$ cat config.mk
export PLATFORM = sky130hd
export DESIGN_NAME = selfrefresh_seq
export DESIGN_NICKNAME = d
export VERILOG_FILES = /design/src/rtl/srseq_pkg.sv /design/src/rtl/srseq_counter.sv /design/src/rtl/srseq_fsm.sv /design/src/rtl/srseq_outdec.sv /design/src/rtl/selfrefresh_seq.sv
export SDC_FILE = /design/constraint.sdc
export NUM_CORES = 1
export LEC_CHECK = 0
export ABC_AREA = 1
export CAP_MARGIN = 15
export CORE_MARGIN = 5
export CORE_UTILIZATION = 45
export CTS_CLUSTER_DIAMETER = 80
export DETAILED_ROUTE_END_ITERATION = 10
export PLACE_DENSITY = 0.67
export SYNTH_ARGS = -nofsm -noshare
export SYNTH_HDL_FRONTEND = slang
export SYNTH_SLANG_ARGS = --single-unit
$ cat constraint.sdc
create_clock -name clk -period 1.8 [get_ports clk]
set_input_delay 0.54 -clock clk [delete_from_list [all_inputs] [get_ports clk]]
set_output_delay 0.54 -clock clk [all_outputs]
set_load 0.02 [all_outputs]
$ cat src/rtl/srseq_pkg.sv
package srseq_pkg;
  localparam int unsigned NUM_ST     = 6;
  localparam int unsigned ST_IDLE    = 0;
  localparam int unsigned ST_ENTER   = 1;
  localparam int unsigned ST_HOLD    = 2;
  localparam int unsigned ST_WAITCLK = 3;
  localparam int unsigned ST_CKEUP   = 4;
  localparam int unsigned ST_POST    = 5;

  typedef logic [NUM_ST-1:0] srseq_state_t;
  localparam srseq_state_t STATE_RESET = srseq_state_t'(1) << ST_IDLE;

  // Command bus as {cs_n, ras_n, cas_n, we_n}
  typedef logic [3:0] ddr_cmd_t;
  localparam ddr_cmd_t CMD_DESEL = 4'b1111;
  localparam ddr_cmd_t CMD_NOP   = 4'b0111;
  localparam ddr_cmd_t CMD_REF   = 4'b0001;
endpackage

$ cat src/rtl/srseq_counter.sv
module srseq_counter #(
  parameter int unsigned LIMIT = 1
) (
  input  logic clk,
  input  logic rst_n,
  input  logic clr,
  input  logic en,
  output logic done
);
  localparam int unsigned W = $clog2(LIMIT + 1);

  logic [W-1:0] cnt_q;
  logic [W-1:0] cnt_d;

  assign done = (cnt_q == W'(LIMIT));

  always_comb begin
    cnt_d = cnt_q;
    if (clr) begin
      cnt_d = '0;
    end else if (en && !done) begin
      cnt_d = cnt_q + W'(1);
    end
  end

  always_ff @(posedge clk or negedge rst_n) begin
    if (!rst_n) begin
      cnt_q <= '0;
    end else begin
      cnt_q <= cnt_d;
    end
  end
endmodule

$ cat src/rtl/srseq_fsm.sv
module srseq_fsm
  import srseq_pkg::*;
(
  input  logic         clk,
  input  logic         rst_n,
  input  logic         enter_req,
  input  logic         exit_go,
  input  logic         margin_done,
  input  logic         lead_done,
  input  logic         post_done,
  output srseq_state_t state_q
);
  srseq_state_t state_d;

  always_comb begin
    state_d = '0;
    case (1'b1)
      state_q[ST_IDLE]: begin
        if (enter_req) state_d[ST_ENTER] = 1'b1;
        else           state_d[ST_IDLE]  = 1'b1;
      end
      state_q[ST_ENTER]: state_d[ST_HOLD] = 1'b1;
      state_q[ST_HOLD]: begin
        if (exit_go && margin_done) state_d[ST_WAITCLK] = 1'b1;
        else                        state_d[ST_HOLD]    = 1'b1;
      end
      state_q[ST_WAITCLK]: begin
        if (lead_done) state_d[ST_CKEUP]   = 1'b1;
        else           state_d[ST_WAITCLK] = 1'b1;
      end
      state_q[ST_CKEUP]: state_d[ST_POST] = 1'b1;
      state_q[ST_POST]: begin
        if (post_done) state_d[ST_IDLE] = 1'b1;
        else           state_d[ST_POST] = 1'b1;
      end
      default: state_d[ST_IDLE] = 1'b1;
    endcase
  end

  always_ff @(posedge clk or negedge rst_n) begin
    if (!rst_n) begin
      state_q <= STATE_RESET;
    end else begin
      state_q <= state_d;
    end
  end
endmodule

$ cat src/rtl/srseq_outdec.sv
module srseq_outdec
  import srseq_pkg::*;
(
  input  srseq_state_t state,
  output logic         cke,
  output ddr_cmd_t     cmd,
  output logic         sr_ack,
  output logic         ready
);
  always_comb begin
    cke    = ~(state[ST_ENTER] | state[ST_HOLD] | state[ST_WAITCLK]);
    sr_ack = state[ST_HOLD];
    ready  = state[ST_IDLE];
    if (state[ST_ENTER]) begin
      cmd = CMD_REF;
    end else if (state[ST_CKEUP] | state[ST_POST]) begin
      cmd = CMD_NOP;
    end else begin
      cmd = CMD_DESEL;
    end
  end
endmodule

$ cat src/rtl/selfrefresh_seq.sv
module selfrefresh_seq
  import srseq_pkg::*;
#(
  parameter int unsigned ENTRY_MARGIN = 1,
  parameter int unsigned CLK_LEAD     = 1,
  parameter int unsigned TXSNR_CYCLES = 64,
  parameter int unsigned POST_CYCLES  = 200
) (
  input  logic clk,
  input  logic rst_n,
  input  logic enter_req,
  input  logic exit_req,
  input  logic clk_stable,
  output logic sr_ack,
  output logic clk_stop_ok,
  output logic ready,
  output logic cke,
  output logic cmd_cs_n,
  output logic cmd_ras_n,
  output logic cmd_cas_n,
  output logic cmd_we_n
);
  localparam int unsigned POST_LIMIT = POST_CYCLES - 1;

  srseq_state_t state_q;
  ddr_cmd_t     cmd_vec;
  logic         exit_pend_q;
  logic         exit_pend_d;
  logic         exit_go;
  logic         margin_done;
  logic         lead_done;
  logic         post_done;
  logic         in_entry;

  assign in_entry = state_q[ST_ENTER] | state_q[ST_HOLD];
  assign exit_go  = exit_req | exit_pend_q;

  always_comb begin
    exit_pend_d = 1'b0;
    if (in_entry) begin
      exit_pend_d = exit_pend_q | exit_req;
    end
  end

  always_ff @(posedge clk or negedge rst_n) begin
    if (!rst_n) begin
      exit_pend_q <= 1'b0;
    end else begin
      exit_pend_q <= exit_pend_d;
    end
  end

  srseq_fsm u_fsm (
    .clk        (clk),
    .rst_n      (rst_n),
    .enter_req  (enter_req),
    .exit_go    (exit_go),
    .margin_done(margin_done),
    .lead_done  (lead_done),
    .post_done  (post_done),
    .state_q    (state_q)
  );

  srseq_counter #(.LIMIT(ENTRY_MARGIN)) u_margin_cnt (
    .clk  (clk),
    .rst_n(rst_n),
    .clr  (~state_q[ST_HOLD]),
    .en   (state_q[ST_HOLD]),
    .done (margin_done)
  );

  srseq_counter #(.LIMIT(CLK_LEAD)) u_lead_cnt (
    .clk  (clk),
    .rst_n(rst_n),
    .clr  (~state_q[ST_WAITCLK] | ~clk_stable),
    .en   (clk_stable),
    .done (lead_done)
  );

  srseq_counter #(.LIMIT(POST_LIMIT)) u_post_cnt (
    .clk  (clk),
    .rst_n(rst_n),
    .clr  (~(state_q[ST_CKEUP] | state_q[ST_POST])),
    .en   (1'b1),
    .done (post_done)
  );

  srseq_outdec u_dec (
    .state (state_q),
    .cke   (cke),
    .cmd   (cmd_vec),
    .sr_ack(sr_ack),
    .ready (ready)
  );

  assign clk_stop_ok = state_q[ST_HOLD] & margin_done;
  assign {cmd_cs_n, cmd_ras_n, cmd_cas_n, cmd_we_n} = cmd_vec;
endmodule


==> metrics.md, run 1 <==
| Metric | Value |
|---|---|
| Sw Pwr | 0.385 mW |
| Die X | 52.6 µm |
| DR WL/cell | 10.7 µm |
| Worst reg2reg path depth | 6 |
| Worst reg2reg endpoint | u_post_cnt.cnt_q[6] |
| Syn Nets | 101 |
| Placer's final routability congestion estimate | 0.762 |
| Root buf cell | clkbuf_4 |
| Top-area cell type share of the netlist area | 49.1% |
| Main combinational cell family by area after synthesis | simple AND/OR/NAND/NOR gates |
| Post-synthesis async set-or-reset flop share | 100% |
| Internal | 0.699 mW |
| Post-route DRC | 0 |
| Final WL | 1.47 mm |
| Setup slack, reg-to-reg | 560 ps |
| Clk_lat worst skew | 290 ps |
| CP endpoint kind | primary output |
| Most Crowded Layer GR | met2 |
| Yosys reg bits | 17 |
| Fillers | 175 |
| Adder-cell area share of the yosys netlist | 1.53% |
| Port-buffer cells | 11 |
| Clk network pwr share | 18.8% |
| Hold Vio Cnt, Final | 0 |
| Pwr Total | 1.08 mW |
| Vias in the first global route | 660 |
| Critical Path RT | 1260 ps |
| Register Area | 427 µm² |
| Fin Setup TNS | 0 ps |
| Seq/Total Area, Yosys | 52.3% |
| Synth Cell Area | 816 µm² |
| Switching Share | 35.5% |
| Initial Utilization | 47.2% |
| # rows | 15 |
| Die Ht | 52.6 µm |
| Antenna Cells | 0 |
| Gr usage total | 14.0% |
| CTS tree | built |
| Core area | 0.00173 mm² |
| PD cells | 1100 mW/mm² |
| First-pass GRT wire length | 2.79 mm |
| Final period util | 94.9% |
| Worst reg2reg path startpoint | u_post_cnt.cnt_q[0] |
| DR vias | 634 |
| GR Layer Usage met1 | 15.8% |
| Dominant cell by count in the synthesized netlist | nand2_1 |
| Ranking of synthesized cells by area | dfrtp_1 49%, nand2_1 8.3%, inv_1 7.4% |
| Crit path to | cmd_ras_n |
| CP Class | flip-flop to primary output |
| Highest Clock Rate | 0.585 GHz |
| Synth cell count leaders | 18 x nand2_1, 16 x dfrtp_1, 16 x inv_1, 9 x nor2_1 |
| Top_reg_cell synth | dfrtp_1 |
| Outcome | finished clean |
| Post-synth top area cell | dfrtp_1 |
| Count of cell types in the netlist | 24 |
| CP max FO | 4 |
| Final setup viols | 0 |
| Clk sinks | 17 |
| Final net count | 120 |
| Global-route track usage on met3 | 4.27% |
| Peak supply drop | 0.707 mV |
| Routing usage on met2 | 24.0% |
| Layout area overhead | 21.3% |
| Dpl hpwl | 1.20 mm |
| Compound-cell area share of the yosys netlist | 6.60% |
| Crit. Startpoint | u_fsm.state_q[1] |
| Clock Skews | 5.52 ps |
| Pin count of the biggest net entering global routing | 18 |
| Crit path DAT | 1170 ps |
| Clock buffer depth | 2 |
| DRT iter0 DRCs | 2 |
| H-tree depth | 1 |
| Leakage power | 0.492 nW |
| Hold Crit Class | flip-flop to flip-flop |
| Initial antenna violation count | 0 |
| Crit start category | flip-flop |
| Combinational group share of total power | 36.4% |
| Seq pwr share | 44.8% |
| Period minus WS final | 1710 ps |
| Post-synthesis xor/xnor area fraction | 2.15% |
| Post-DRT Antenna Nets | 0 |
| Area of the multi-input gates | 307 µm² |
| CTS clk-pin slew, worst paths | 100 ps |
| CTS Buf Count | 3 |
| Share of cells above drive strength 1 | 18.6% |
| EDFF count, synth | 0 |
| Vias per inst | 4.59 |
| Avg Synthesized Cell Area | 8.59 µm² |
| IO Pins | 13 |
| Yosys warning count | 0 |
| Slew Limit Fails | 0 |
| Mux contribution to synthesized area | 0% |
| Hold Buf Count CTS | 0 |
| Unrepaired setup endpoints after global routing | false |
| Remaining Overflow, GRT | 0 |
| Max Cap Violations | 0 |
| Setup bufs post-CTS | 0 |
| Die ar. | 0.00276 mm² |
| Mapped Cells | 95 |
| Simple-gate area share of the yosys netlist | 26.8% |
| Router iterations before antenna repair | 2 |
==> sequential cells by signal (all words and copies together), names as in the netlist <==
signal             cells
u_lead_cnt.done        1
exit_pend_q            1
u_fsm.state_q          6
u_margin_cnt.done      1
u_post_cnt.cnt_q       8
==> worst min-delay path by stage <==
stage / startpoint / end / slack (ps) / cells past startpoint
6_report: u_post_cnt.cnt_q[1] / u_post_cnt.cnt_q[1] / 520 / 2
5_1_grt: u_lead_cnt.done / u_fsm.state_q[4] / 540 / 2
4_1_cts: u_lead_cnt.done / u_fsm.state_q[4] / 520 / 2
3_5_place_dp: u_post_cnt.cnt_q[1] / u_post_cnt.cnt_q[1] / 500 / 2
3_3_place_gp: exit_pend_q / exit_pend_q / 470 / 2
2_1_floorplan: rst_n / exit_pend_q / 240 / 0
==> layer usage <==
layer | wire length, µm | part of all wire [%]
met1 | 648 | 44
met2 | 725 | 49
met3 | 71 | 4.8
met4 | 27 | 1.8
met5 | 0 | 0
==> stage by stage <==
| stage | cells | hold slack, ps | utilization [%] | setup slack [ps] | cell area [µm²] |
|---|---|---|---|---|---|
| after floorplan | 95 | 244 | - | 275 | 816 |
| after global placement | 134 | 468 | 57.0 | 31.9 | 983 |
| after detailed placement | 134 | 496 | 57.0 | 25.4 | 983 |
| after CTS | 138 | 519 | 58.3 | 4.31 | 1010 |
| after global routing | 138 | 535 | 57.3 | 8.34 | 990 |
| final | 138 | 518 | 57.3 | 92.0 | 990 |
==> cell usage in the layout (no fill, tap or decap), types with 3 or more instances in the layout <==
cell type,netlist,layout
inv_1,16,16
nor2_1,9,9
nor2_2,3,3
nor3_1,5,5
buf_4,2,6
dlygate4sd2_1,0,4
nand2_1,18,18
dfrtp_1,16,16
nand3_1,4,4
clkdlybuf4s50_1,0,4
a21oi_1,5,5
clkbuf_4,0,3
==> cell families (layout without fill, tap and decap cells) <==
kind of cell             Yosys count  in the layout
AO/OA/AOI/OAI                      9              9
AND/OR/NAND/NOR                   45             45
adder cells (fa/ha/maj)            1              1
flip-flops                        17             17
other                              1              1
buffers and inverters             20             38
XOR/XNOR                           2              2
==> area by class of cell <==
class	instances	area share (%)
Inverter	17	6.45
Clock buffer	4	2.65
Tap cell	25	3.16
Timing Repair Buffer	17	13.7
Sequential cell	17	43.1
Multi-Input combinational cell	58	31.0
==> power groups by stage <==
stage	Combinational, mW	Sequential, mW	Clock, mW
floorplan	0.198	0.532	0
global placement	0.453	0.492	0
detailed placement	0.456	0.492	0
CTS	0.422	0.487	0.210
global route	0.448	0.496	0.232
finish	0.395	0.486	0.204
==> critical path, cell delays in order, from the launching register on <==
cell	delay [ps]
dfrtp_1	410
inv_1	120
dlygate4sd2_1	350
==> repair_timing <==
action	in CTS	in global routing
resized for setup	11	4
gates cloned	0	0
endpoints found under the setup margin	7	3
No activity file was read; power rests on OpenSTA's default activity.
==> run 2, diff against run 1 <==
- SETUP_SLACK_MARGIN: unset -> 0.2
==> metrics.md, run 2 (synthesized netlist as in run 1, its figures left out) <==
| Metric | Value |
|---|---|
| Most common cell after layout, fill and taps aside | nand2_1 (unchanged) |
| Initial Utilization | 47.2% (unchanged) |
| Final setup viols | 0 (unchanged) |
| CP endpoint kind | primary output (unchanged) |
| Initial antenna violation count | 0 (unchanged) |
| Worst reg2reg path depth | 10 (was 6) |
| Register Area | 427 µm² (unchanged) |
| Pwr Total | 1.45 mW (was 1.08 mW) |
| Most frequent cells in the layout | 17 x nand2_1, 16 x dfrtp_1, 16 x buf_4 (was 18 x nand2_1, 16 x inv_1, 16 x dfrtp_1) |
| Area of the multi-input gates | 319 µm² (was 307 µm²) |
| Leakage power | 0.560 nW (was 0.492 nW) |
| CP cell instances | nor2_2 -> inv_1 -> nor2_1 -> buf_4 (was inv_1 -> dlygate4sd2_1) |
| CP top delay family | flip-flops (was buffers and inverters) |
| Period minus WS final | 1650 ps (was 1710 ps) |
| Slew Limit Fails | 0 (unchanged) |
| Outcome | finished clean (unchanged) |
| Core area | 0.00173 mm² (unchanged) |
| Unrepaired setup endpoints after global routing | true (was false) |
| Buf/Inv on CP | 2 (unchanged) |
| Fillers | 162 (was 175) |
| Top Registers | u_post_cnt.cnt_q x8, u_fsm.state_q x6 (unchanged) |
| Fin Setup TNS | 0 ps (unchanged) |
| WHS Path Cells | 2 (unchanged) |
| Final WL | 1.75 mm (was 1.47 mm) |
| Critical Path RT | 1260 ps (about the same) |
| Setup slack, reg-to-reg | 300 ps (was 560 ps) |
| DR vias | 695 (was 634) |
| Hold Crit Class | flip-flop to flip-flop (unchanged) |
| Dpl hpwl | 1.20 mm (unchanged) |
| Final net count | 132 (was 120) |
| Worst path slowest cell | dfrtp_1 (unchanged) |
| Largest register by flop count | u_post_cnt.cnt_q (unchanged) |
| CP max FO | 2 (was 4) |
| Clk sinks | 17 (unchanged) |
| Layout area overhead | 37.1% (was 21.3%) |
| IO Pins | 13 (unchanged) |
| Hold Vio Cnt, Final | 0 (unchanged) |
| Max Cap Violations | 0 (unchanged) |
| Gr usage total | 15.5% (was 14.0%) |
| Clock Skews | 5.50 ps (was 5.52 ps) |
| CTS Buf Count | 3 (unchanged) |
| First-pass GRT wire length | 3.04 mm (was 2.79 mm) |
| Crit start category | flip-flop (unchanged) |
| PD cells | 1300 mW/mm² (was 1100 mW/mm²) |
| Post-route DRC | 0 (unchanged) |
| Hold Buf Count CTS | 0 (unchanged) |
| # rows | 15 (unchanged) |
| Post-DRT Antenna Nets | 0 (unchanged) |
| Worst reg2reg endpoint | u_fsm.state_q[0] (was u_post_cnt.cnt_q[6]) |
| Die Ht | 52.6 µm (unchanged) |
| Clk_lat worst skew | 290 ps (about the same) |
| DRT iter0 DRCs | 1 (was 2) |
| Pin count of the biggest net entering global routing | 18 (unchanged) |
| Highest Clock Rate | 0.607 GHz (was 0.585 GHz) |
| Share of cells above drive strength 1 | 33.6% (was 18.6%) |
| CTS clk-pin slew, worst paths | 100 ps (about the same) |
| Final period util | 91.5% (was 94.9%) |
| CP Class | flip-flop to primary output (unchanged) |
| Clock buffer depth | 2 (unchanged) |
| HP Start | u_post_cnt.cnt_q[1] (unchanged) |
| Worst Hold Path EP | u_post_cnt.cnt_q[1] (unchanged) |
| Die X | 52.6 µm (unchanged) |
| Largest register FFs | 8 (unchanged) |
| Antenna Cells | 0 (unchanged) |
| Port-buffer cells | 11 (unchanged) |
| Vias in the first global route | 712 (was 660) |
| Worst reg2reg path startpoint | u_fsm.state_q[2] (was u_post_cnt.cnt_q[0]) |
| Router iterations before antenna repair | 2 (unchanged) |
| Die ar. | 0.00276 mm² (unchanged) |
| Peak supply drop | 1.02 mV (was 0.707 mV) |
| Worst path max stage delay | 410 ps (about the same) |
| Crit path DAT | 1110 ps (was 1170 ps) |
| H-tree depth | 1 (unchanged) |
| CTS tree | built (unchanged) |
| Root buf cell | clkbuf_4 (unchanged) |
| Vias per inst | 4.63 (was 4.59) |
| Placer's final routability congestion estimate | 0.762 (unchanged) |
| Remaining Overflow, GRT | 0 (unchanged) |
| DR WL/cell | 11.7 µm (was 10.7 µm) |
run 2: layer usage:
layer  track usage, %  vias up  routed length [µm]
met1             16.5      325                 708
met5                0        -                   0
met4             6.38        0                  27
li1                 -      353                   -
met3             4.27        3                  71
met2             28.3       14                 940
run 2: through the flow:
step | std cells | hold WS (ps) | instance area (µm²) | worst slack (ps) | utilization [%]
floorplan | 95 | 244 | 816 | 275 | -
global placement | 134 | 468 | 983 | 31.9 | 57.0
detailed placement | 134 | 496 | 983 | 25.4 | 57.0
CTS | 148 | 519 | 1070 | 143 | 61.9
global route | 150 | 537 | 1120 | 74.0 | 64.8
finish | 150 | 516 | 1120 | 152 | 64.8
run 2: repair_timing:
action	in CTS	in global routing
buffers inserted	10	2
resized for setup	34	13
setup endpoints to repair	7	7
pin swaps	2	1
cloned	0	0
run 2: area by class of cell:
| type | instances | area share (%) |
|---|---|---|
| clock buffer | 4 | 2.35 |
| inverter | 17 | 5.93 |
| multi-input combinational | 58 | 28.5 |
| sequential | 17 | 38.1 |
| tap | 25 | 2.80 |
| timing repair buffer | 29 | 22.3 |
run 2: how the worst max path moves through the flow:
| stage | from | endpoint | slack (ps) | depth (start not counted) |
|---|---|---|---|---|
| finish | u_fsm.state_q[4] | cmd_cs_n | 150 | 4 |
| global route | u_fsm.state_q[4] | cmd_cs_n | 70 | 4 |
| CTS | u_fsm.state_q[5] | cmd_cs_n | 140 | 4 |
| detailed placement | u_fsm.state_q[1] | cke | 30 | 4 |
| global placement | u_fsm.state_q[1] | cke | 30 | 4 |
| floorplan | u_fsm.state_q[5] | cmd_cs_n | 280 | 3 |
run 2: tightest hold or removal path: stages (launching register included):
cell and delay [ps]:
dfrtp_1 380, nand2_1 60, nand2_1 50
run 2: power by group:
part / leakage [nW] / switching [mW] / internal [mW]
combinational: 0.315 / 0.334 / 0.421
clock: 0.0150 / 0.117 / 0.0862
sequential: 0.230 / 0.0426 / 0.450
total: 0.560 / 0.494 / 0.957
